## src/rtl/dma_chan_pkg.sv

```systemverilog
package dma_chan_pkg;

  typedef enum logic [1:0] {
    ST_IDLE = 2'd0,
    ST_RD   = 2'd1,
    ST_WR   = 2'd2
  } xfer_st_e;

  typedef enum logic [1:0] {
    SRC_AUTO   = 2'd0,
    SRC_EXT    = 2'd1,
    SRC_PERIPH = 2'd2,
    SRC_NONE   = 2'd3
  } req_src_e;

  // Bytes moved per unit; zero marks the reserved code.
  function automatic logic [2:0] unit_bytes(input logic [1:0] sz);
    case (sz)
      2'b00:   unit_bytes = 3'd1;
      2'b01:   unit_bytes = 3'd2;
      2'b10:   unit_bytes = 3'd4;
      default: unit_bytes = 3'd0;
    endcase
  endfunction

endpackage

```

## src/rtl/dma_req_sel.sv

```systemverilog
module dma_req_sel
  import dma_chan_pkg::*;
(
  input  logic       clk,
  input  logic       rst_n,
  input  logic [1:0] req_src,
  input  logic       ext_req,
  input  logic       per_req,
  input  logic       take,
  output logic       req_any
);

  logic pend_q, pend_d, pend_en;

  always_comb begin
    pend_d = pend_q;
    if (take) pend_d = 1'b0;
    if (per_req && req_src == SRC_PERIPH) pend_d = 1'b1;
  end

  assign pend_en = take | per_req;

  always_ff @(posedge clk or negedge rst_n) begin
    if (!rst_n)       pend_q <= 1'b0;
    else if (pend_en) pend_q <= pend_d;
  end

  always_comb begin
    case (req_src)
      SRC_AUTO:   req_any = 1'b1;
      SRC_EXT:    req_any = ext_req;
      SRC_PERIPH: req_any = pend_q;
      default:    req_any = 1'b0;
    endcase
  end

  // a strobe is consumed when the unit it asked for starts
  a_r2_pend_consumed: assert property (@(posedge clk) disable iff (!rst_n)
    (take && !per_req) |=> !pend_q);

endmodule

```

## src/rtl/dma_addr_cnt.sv

```systemverilog
module dma_addr_cnt #(
  parameter int AW = 32,
  parameter int CW = 16
) (
  input  logic          clk,
  input  logic          rst_n,
  input  logic          load,
  input  logic [AW-1:0] src_in,
  input  logic [AW-1:0] dst_in,
  input  logic [CW-1:0] cnt_in,
  input  logic          step,
  input  logic [2:0]    step_bytes,
  output logic [AW-1:0] src_q,
  output logic [AW-1:0] dst_q,
  output logic [CW-1:0] cnt_q,
  output logic          cnt_last,
  output logic          cnt_zero
);

  logic [AW-1:0] src_d, dst_d;
  logic [CW-1:0] cnt_d;
  logic          upd_en;

  always_comb begin
    src_d = src_q;
    dst_d = dst_q;
    cnt_d = cnt_q;
    if (load) begin
      src_d = src_in;
      dst_d = dst_in;
      cnt_d = cnt_in;
    end else if (step) begin
      src_d = src_q + AW'(step_bytes);
      dst_d = dst_q + AW'(step_bytes);
      cnt_d = cnt_q - 1'b1;
    end
  end

  assign upd_en = load | step;

  always_ff @(posedge clk or negedge rst_n) begin
    if (!rst_n) begin
      src_q <= '0;
      dst_q <= '0;
      cnt_q <= '0;
    end else if (upd_en) begin
      src_q <= src_d;
      dst_q <= dst_d;
      cnt_q <= cnt_d;
    end
  end

  assign cnt_last = (cnt_q == CW'(1));
  assign cnt_zero = (cnt_q == '0);

  // one unit, one decrement
  a_r5_count_dec: assert property (@(posedge clk) disable iff (!rst_n)
    (step && !load) |=> cnt_q == $past(cnt_q) - 1'b1);

  // source moves by the unit size
  a_r4_src_adv: assert property (@(posedge clk) disable iff (!rst_n)
    (step && !load) |=> src_q == $past(src_q) + AW'($past(step_bytes)));

endmodule

```

## src/rtl/dma_xfer_fsm.sv

```systemverilog
module dma_xfer_fsm
  import dma_chan_pkg::*;
#(
  parameter int DW = 32
) (
  input  logic          clk,
  input  logic          rst_n,
  input  logic          qual_ok,
  input  logic          req_any,
  input  logic          burst,
  input  logic          cnt_last,
  input  logic          mem_ack,
  input  logic [DW-1:0] mem_rdata,
  output xfer_st_e      st_q,
  output logic [DW-1:0] wdata,
  output logic          take,
  output logic          step,
  output logic          done_ok
);

  xfer_st_e      st_d;
  logic [DW-1:0] data_q;
  logic          data_en;

  always_comb begin
    st_d    = st_q;
    take    = 1'b0;
    step    = 1'b0;
    done_ok = 1'b0;
    case (st_q)
      ST_IDLE: if (qual_ok && req_any) begin
        st_d = ST_RD;
        take = 1'b1;
      end
      ST_RD: if (mem_ack) st_d = ST_WR;
      ST_WR: if (mem_ack) begin
        step = 1'b1;
        if (cnt_last) begin
          done_ok = 1'b1;
          st_d    = ST_IDLE;
        end else if (qual_ok && burst) begin
          st_d = ST_RD;
        end else begin
          st_d = ST_IDLE;
        end
      end
      default: st_d = ST_IDLE;
    endcase
  end

  assign data_en = (st_q == ST_RD) && mem_ack;

  always_ff @(posedge clk or negedge rst_n) begin
    if (!rst_n) st_q <= ST_IDLE;
    else        st_q <= st_d;
  end

  always_ff @(posedge clk or negedge rst_n) begin
    if (!rst_n)       data_q <= '0;
    else if (data_en) data_q <= mem_rdata;
  end

  assign wdata = data_q;

  // a write phase is only ever entered from a read phase
  a_r3_wr_after_rd: assert property (@(posedge clk) disable iff (!rst_n)
    (st_q == ST_WR && $past(st_q) != ST_WR) |-> $past(st_q) == ST_RD);

  // latched data holds still while the write waits
  a_r3_wdata_held: assert property (@(posedge clk) disable iff (!rst_n)
    (st_q == ST_WR && $past(st_q) == ST_WR) |-> $stable(wdata));

  // cycle steal gives the bus back after each unit
  a_r9_steal_release: assert property (@(posedge clk) disable iff (!rst_n)
    (!burst && st_q == ST_WR && mem_ack) |=> st_q == ST_IDLE);

endmodule

```

## src/rtl/dma_chan_seq.sv

```systemverilog
module dma_chan_seq
  import dma_chan_pkg::*;
#(
  parameter int AW = 32,
  parameter int CW = 16,
  parameter int DW = 32
) (
  input  logic          clk,
  input  logic          rst_n,
  input  logic          cfg_load,
  input  logic [AW-1:0] cfg_src,
  input  logic [AW-1:0] cfg_dst,
  input  logic [CW-1:0] cfg_cnt,
  input  logic          ch_en,
  input  logic          mst_en,
  input  logic          irq_en,
  input  logic          burst_mode,
  input  logic [1:0]    xfer_size,
  input  logic [1:0]    req_src,
  input  logic          ext_req,
  input  logic          per_req,
  input  logic          nmi_evt,
  input  logic          addr_err,
  output logic          mem_req,
  output logic          mem_we,
  output logic [AW-1:0] mem_addr,
  output logic [1:0]    mem_size,
  output logic [DW-1:0] mem_wdata,
  input  logic          mem_ack,
  input  logic [DW-1:0] mem_rdata,
  output logic          bus_hold,
  output logic          end_flag,
  output logic          nmi_flag,
  output logic          done_irq,
  output logic [AW-1:0] cur_src,
  output logic [AW-1:0] cur_dst,
  output logic [CW-1:0] cur_cnt
);

  xfer_st_e   st;
  logic       req_any, take, step, done_ok;
  logic       cnt_last, cnt_zero, qual_ok;
  logic [2:0] ubytes;
  logic       end_d, nmi_d, irq_d, flag_en;

  assign ubytes  = unit_bytes(xfer_size);
  assign qual_ok = ch_en && mst_en && !end_flag && !addr_err && !nmi_flag
                   && (ubytes != 3'd0) && !cnt_zero;

  dma_req_sel u_req (
    .clk(clk), .rst_n(rst_n), .req_src(req_src), .ext_req(ext_req),
    .per_req(per_req), .take(take), .req_any(req_any)
  );

  dma_addr_cnt #(.AW(AW), .CW(CW)) u_dp (
    .clk(clk), .rst_n(rst_n), .load(cfg_load), .src_in(cfg_src),
    .dst_in(cfg_dst), .cnt_in(cfg_cnt), .step(step), .step_bytes(ubytes),
    .src_q(cur_src), .dst_q(cur_dst), .cnt_q(cur_cnt),
    .cnt_last(cnt_last), .cnt_zero(cnt_zero)
  );

  dma_xfer_fsm #(.DW(DW)) u_fsm (
    .clk(clk), .rst_n(rst_n), .qual_ok(qual_ok), .req_any(req_any),
    .burst(burst_mode), .cnt_last(cnt_last), .mem_ack(mem_ack),
    .mem_rdata(mem_rdata), .st_q(st), .wdata(mem_wdata), .take(take),
    .step(step), .done_ok(done_ok)
  );

  always_comb begin
    end_d = end_flag;
    nmi_d = nmi_flag;
    irq_d = done_irq;
    if (cfg_load) begin
      end_d = 1'b0;
      nmi_d = 1'b0;
      irq_d = 1'b0;
    end
    if (done_ok) begin
      end_d = 1'b1;
      if (irq_en) irq_d = 1'b1;
    end
    if (nmi_evt) nmi_d = 1'b1;
  end

  assign flag_en = cfg_load | done_ok | nmi_evt;

  always_ff @(posedge clk or negedge rst_n) begin
    if (!rst_n) begin
      end_flag <= 1'b0;
      nmi_flag <= 1'b0;
      done_irq <= 1'b0;
    end else if (flag_en) begin
      end_flag <= end_d;
      nmi_flag <= nmi_d;
      done_irq <= irq_d;
    end
  end

  assign mem_req  = (st == ST_RD) || (st == ST_WR);
  assign mem_we   = (st == ST_WR);
  assign mem_addr = (st == ST_WR) ? cur_dst : cur_src;
  assign mem_size = xfer_size;
  assign bus_hold = (st != ST_IDLE);

  // every run start was qualified the cycle before
  a_r1_start_qualified: assert property (@(posedge clk) disable iff (!rst_n)
    $rose(bus_hold) |-> $past(qual_ok));

  // the interrupt only accompanies a normal end
  a_r6_irq_needs_end: assert property (@(posedge clk) disable iff (!rst_n)
    done_irq |-> end_flag);

  // the NMI flag is sticky until the next load
  a_r7_nmi_sticky: assert property (@(posedge clk) disable iff (!rst_n)
    (nmi_flag && !cfg_load) |=> nmi_flag);

endmodule

```

## config.mk

```make
export PLATFORM = sky130hd
export DESIGN_NAME = dma_chan_seq
export DESIGN_NICKNAME = d
export VERILOG_FILES = /design/src/rtl/dma_chan_pkg.sv /design/src/rtl/dma_req_sel.sv /design/src/rtl/dma_addr_cnt.sv /design/src/rtl/dma_xfer_fsm.sv /design/src/rtl/dma_chan_seq.sv
export SDC_FILE = /design/constraint.sdc
export NUM_CORES = 1
export LEC_CHECK = 0
export BUFFER_PORTS_ARGS = -buffer_cell sky130_fd_sc_hd__buf_2
export CORE_ASPECT_RATIO = 0.8
export CORE_MARGIN = 3
export CORE_UTILIZATION = 52
export DETAILED_ROUTE_END_ITERATION = 6
export GPL_TIMING_DRIVEN = 0
export HOLD_SLACK_MARGIN = 0.15
export PLACE_DENSITY = 0.91
export REMOVE_ABC_BUFFERS = 1
export SLEW_MARGIN = 5
export SYNTH_ARGS = -nofsm -noshare
export SYNTH_HDL_FRONTEND = slang
export SYNTH_SLANG_ARGS = --single-unit
```

## constraint.sdc

```tcl
create_clock -name clk -period 5.8 [get_ports clk]
set_input_delay 0.87 -clock clk [delete_from_list [all_inputs] [get_ports clk]]
set_output_delay 0.87 -clock clk [all_outputs]
set_load 0.005 [all_outputs]
```

==> results.cfg <==
[outcome]
status = complete, but fails checks
violations = DRC

[worst_setup_path]
rr_endpoint = u_dp.dst_q[26]
crit_buf_inv = 2
critPathMaxStageDelay_ns = 0.93
crit_fanout = 25
critPathLaunch = u_fsm.st_q[0]
worstReg2RegStart = u_fsm.st_q[0]
cp_top_family = compound AO/OA/AOI/OAI gates
crit_chain = inv_1 > ha_2 > buf_12 > nand2_1 > a21oi_2 > nand4b_1 > xnor2_1 > mux2_2
path_depth = 8
endpoint = u_dp.dst_q[26]
reg2reg_slack_ns = 2.12
cpMaxStageDelayCell = a21oi_2
cp-start-kind = flop
worstPathArrival_ns = 3.96
crit_path_end_kind = flop
critPathKind = reg2reg
reg2reg_depth = 8
cp.required_ns = 6.09

[global_route]
antenna_found_initial = 1
globalRouteTotalUtil = 0.2930
grt_pass1_wl_mm = 32.82
grt_util_met1 = 0.3684
busiest_layer = met2
met2_usage = 0.5029
grt.overflow.total = 0
grt_pass1_vias = 6144
grt_max_degree = 96
grt_use_met3 = 0.07552

[power_and_ir_drop]
totalPowerFinal_mw = 2.910
cellPowerDensity_nw_per_um2 = 332.1
p_leak_nw = 4.047
vdd_drop_max_mv = 0.2103

[worst_hold_path]
hold_path_class = in2async

[yosys]
synth_seq_area_share = 0.4471
muxShareOfSynthArea = 0.1368
yosys.area_share.adder = 0.02463
synth_compound_area_frac = 0.08071
synth_top_family_by_area = simple AND/OR/NAND/NOR gates
syn_area_um2 = 6604
ys_types = 46
yosys.area_share.simple = 0.1834
async_reset_ff_frac = 1.000
synth_edf_count = 0
synth-main-ff-cell = dfrtp_1
ys_seq_elements = 118
synthXorXnorAreaFrac = 0.09549
synth.avg_cell_area_um2 = 9.871
syn_inst = 669
ys_warn_count = 0

[clock_tree]
clockRootBuffer = clkbuf_16
cts_inserted_buffers = 17
clock_path_buffers = 2
ctsResizeCount = 0
cts_setup_buffers = 0
ctsHoldBuffers = 0
clkSinkCount = 118
cts_tree = built
path_clk_slew_ns = 0.06
ctsHtreeMaxLevel = 4
worst_skew_pair.late_latency_ns = 0.41

[sta]
rsz0062_at_grt = false
fin_ws_ns = 2.122
max_slew.worst_pin.slew_ns = 1.345
setup_viol = 0
slew_headroom = 0.1011
hold_violations = 0
min_period_over_period = 0.6341
min_period_ns = 3.678
skew_ns = 0.01082
drv_slew = 0
final.setup.tns_ns = 0
max_freq_mhz = 271.9

[detailed_routing]
ant_nets = 0
wl_per_cell_um = 19.26
drt_pre_antenna_iters = 7
drt_iter0_drc = 461
vias = 6448
drc = 2
viasPerCell = 5.778
routed_wl_mm = 21.49

[cells_and_area]
diodes = 0
area_delta_synth_final_pct = 32.68
nNetsFinal = 1073
fin_util = 0.7126
drive_above_1_share = 0.4286

[floorplanning]
rows = 36
io_pins = 280
die_h_um = 106.8
die_area_um2 = 14100
initial_utilization = 0.5370
core_area_um2 = 12300
die_w_um = 132.0

[place]
dpl_worst_slack_ns = 2.219
place.port_buffers = 279
gp_routability_congestion = 0.8714
dpl.hpwl_mm = 15.34

[job]
drv_cap = 0
-- state kept, by name, indices dropped and copies added (netlist names), 2 cells and up --
name / flops
u_dp.cnt_q: 16
u_dp.dst_q: 32
u_dp.src_q: 32
u_fsm.st_q: 2
u_fsm.wdata: 32
-- Yosys cell counts, drive strengths merged, types with 3 or more instances --
master	number	share of area
dfrtp	118	0.45
nand2	95	0.054
mux2	74	0.13
o21ai	71	0.054
xnor2	45	0.060
clkbuf	34	0.019
xor2	27	0.036
nand4	23	0.022
nand3	21	0.016
nor4	21	0.021
nor2	17	0.0097
nor3	16	0.012
ha	13	0.025
inv	13	0.0074
and3	9	0.0085
a31oi	7	0.0066
and4	7	0.0093
buf	7	0.0051
mux2i	7	0.011
a21oi	6	0.0045
nand4b	4	0.0053
nor4b	4	0.0053
or3	4	0.0038
or4	3	0.0045
-- layout make-up --
| cell class | count | area (um2) |
|---|---|---|
| fillers | 879 | 3535 |
| multi-input cells | 497 | 3466 |
| flip-flops and latches | 118 | 2953 |
| repair buffers | 285 | 1514 |
| clock buffers | 19 | 442.9 |
| well taps | 171 | 214.0 |
| clock inverters | 13 | 123.9 |
| inverters | 13 | 48.80 |
-- worst reg2reg max path, delay by kind of cell, from the launching register on --
kind / cells / cell delay [ns]
flip-flops: 1 / 0.47
buffers and inverters: 2 / 0.39
XOR/XNOR: 1 / 0.18
AND/OR/NAND/NOR: 2 / 0.85
AO/OA/AOI/OAI: 1 / 0.93
multiplexers: 1 / 0.26
adder cells (fa/ha/maj): 1 / 0.48
-- logic make-up after synthesis --
group / count (synthesis)
simple gates: 235
flops: 118
compound gates: 96
mux: 81
xor+xnor: 72
buf+inv: 54
fa+ha+maj: 13
-- power breakdown --
part,switching (mW),leakage [nW],internal [mW]
Clock,0.394,0.259,0.604
Combinational,0.357,2.36,0.404
Sequential,0.155,1.43,0.996
Total,0.907,4.05,2.00
-- through the flow --
step	cell area [um2]	instances	hold WS (ns)
4_1_cts	8762	1116	0.3027
5_1_grt	8762	1116	0.3042
2_1_floorplan	6442	628	0.4561
3_5_place_dp	8195	1084	0.4773
3_3_place_gp	8053	1078	0.4706
6_report	8762	1116	0.3043
-- layout by cell type, fill, tap and decap left out, types with 4 or more instances in the layout --
master | netlist | routed
and3_1 | 9 | 9
or3_1 | 4 | 4
clkinvlp_4 | 0 | 6
xnor2_1 | 45 | 45
ha_1 | 13 | 12
mux2i_1 | 7 | 7
nor2_1 | 17 | 17
nand2_1 | 95 | 95
a31oi_1 | 7 | 4
nand4b_1 | 4 | 4
buf_2 | 0 | 277
clkbuf_16 | 0 | 17
buf_6 | 0 | 4
nand3_1 | 21 | 21
dfrtp_1 | 118 | 118
a21oi_1 | 6 | 5
nand4_1 | 23 | 23
nor4b_1 | 4 | 4
mux2_2 | 74 | 74
and4_1 | 7 | 7
nor3_1 | 16 | 16
inv_1 | 12 | 12
xor2_1 | 27 | 27
o21ai_0 | 70 | 70
nor4_1 | 20 | 20
-- worst min path at each step --
| stage | to | startpoint | slack, ns | cells after the start |
|---|---|---|---|---|
| floorplan | u_req.pend_q | u_req.pend_q | 0.46 | 1 |
| global placement | done_irq | done_irq | 0.47 | 1 |
| detailed placement | done_irq | done_irq | 0.48 | 1 |
| CTS | u_fsm.wdata[11] | rst_n | 0.30 | 1 |
| global route | u_fsm.wdata[11] | rst_n | 0.30 | 1 |
| finish | u_fsm.wdata[11] | rst_n | 0.30 | 1 |
-- layer usage --
| metal | up-vias | share of wire |
|---|---|---|
| li1 | 2904 | - |
| met1 | 3112 | 0.40 |
| met2 | 385 | 0.49 |
| met3 | 45 | 0.090 |
| met4 | 2 | 0.019 |
| met5 | - | 0.00047 |
No activity file was read; power rests on OpenSTA's default activity.
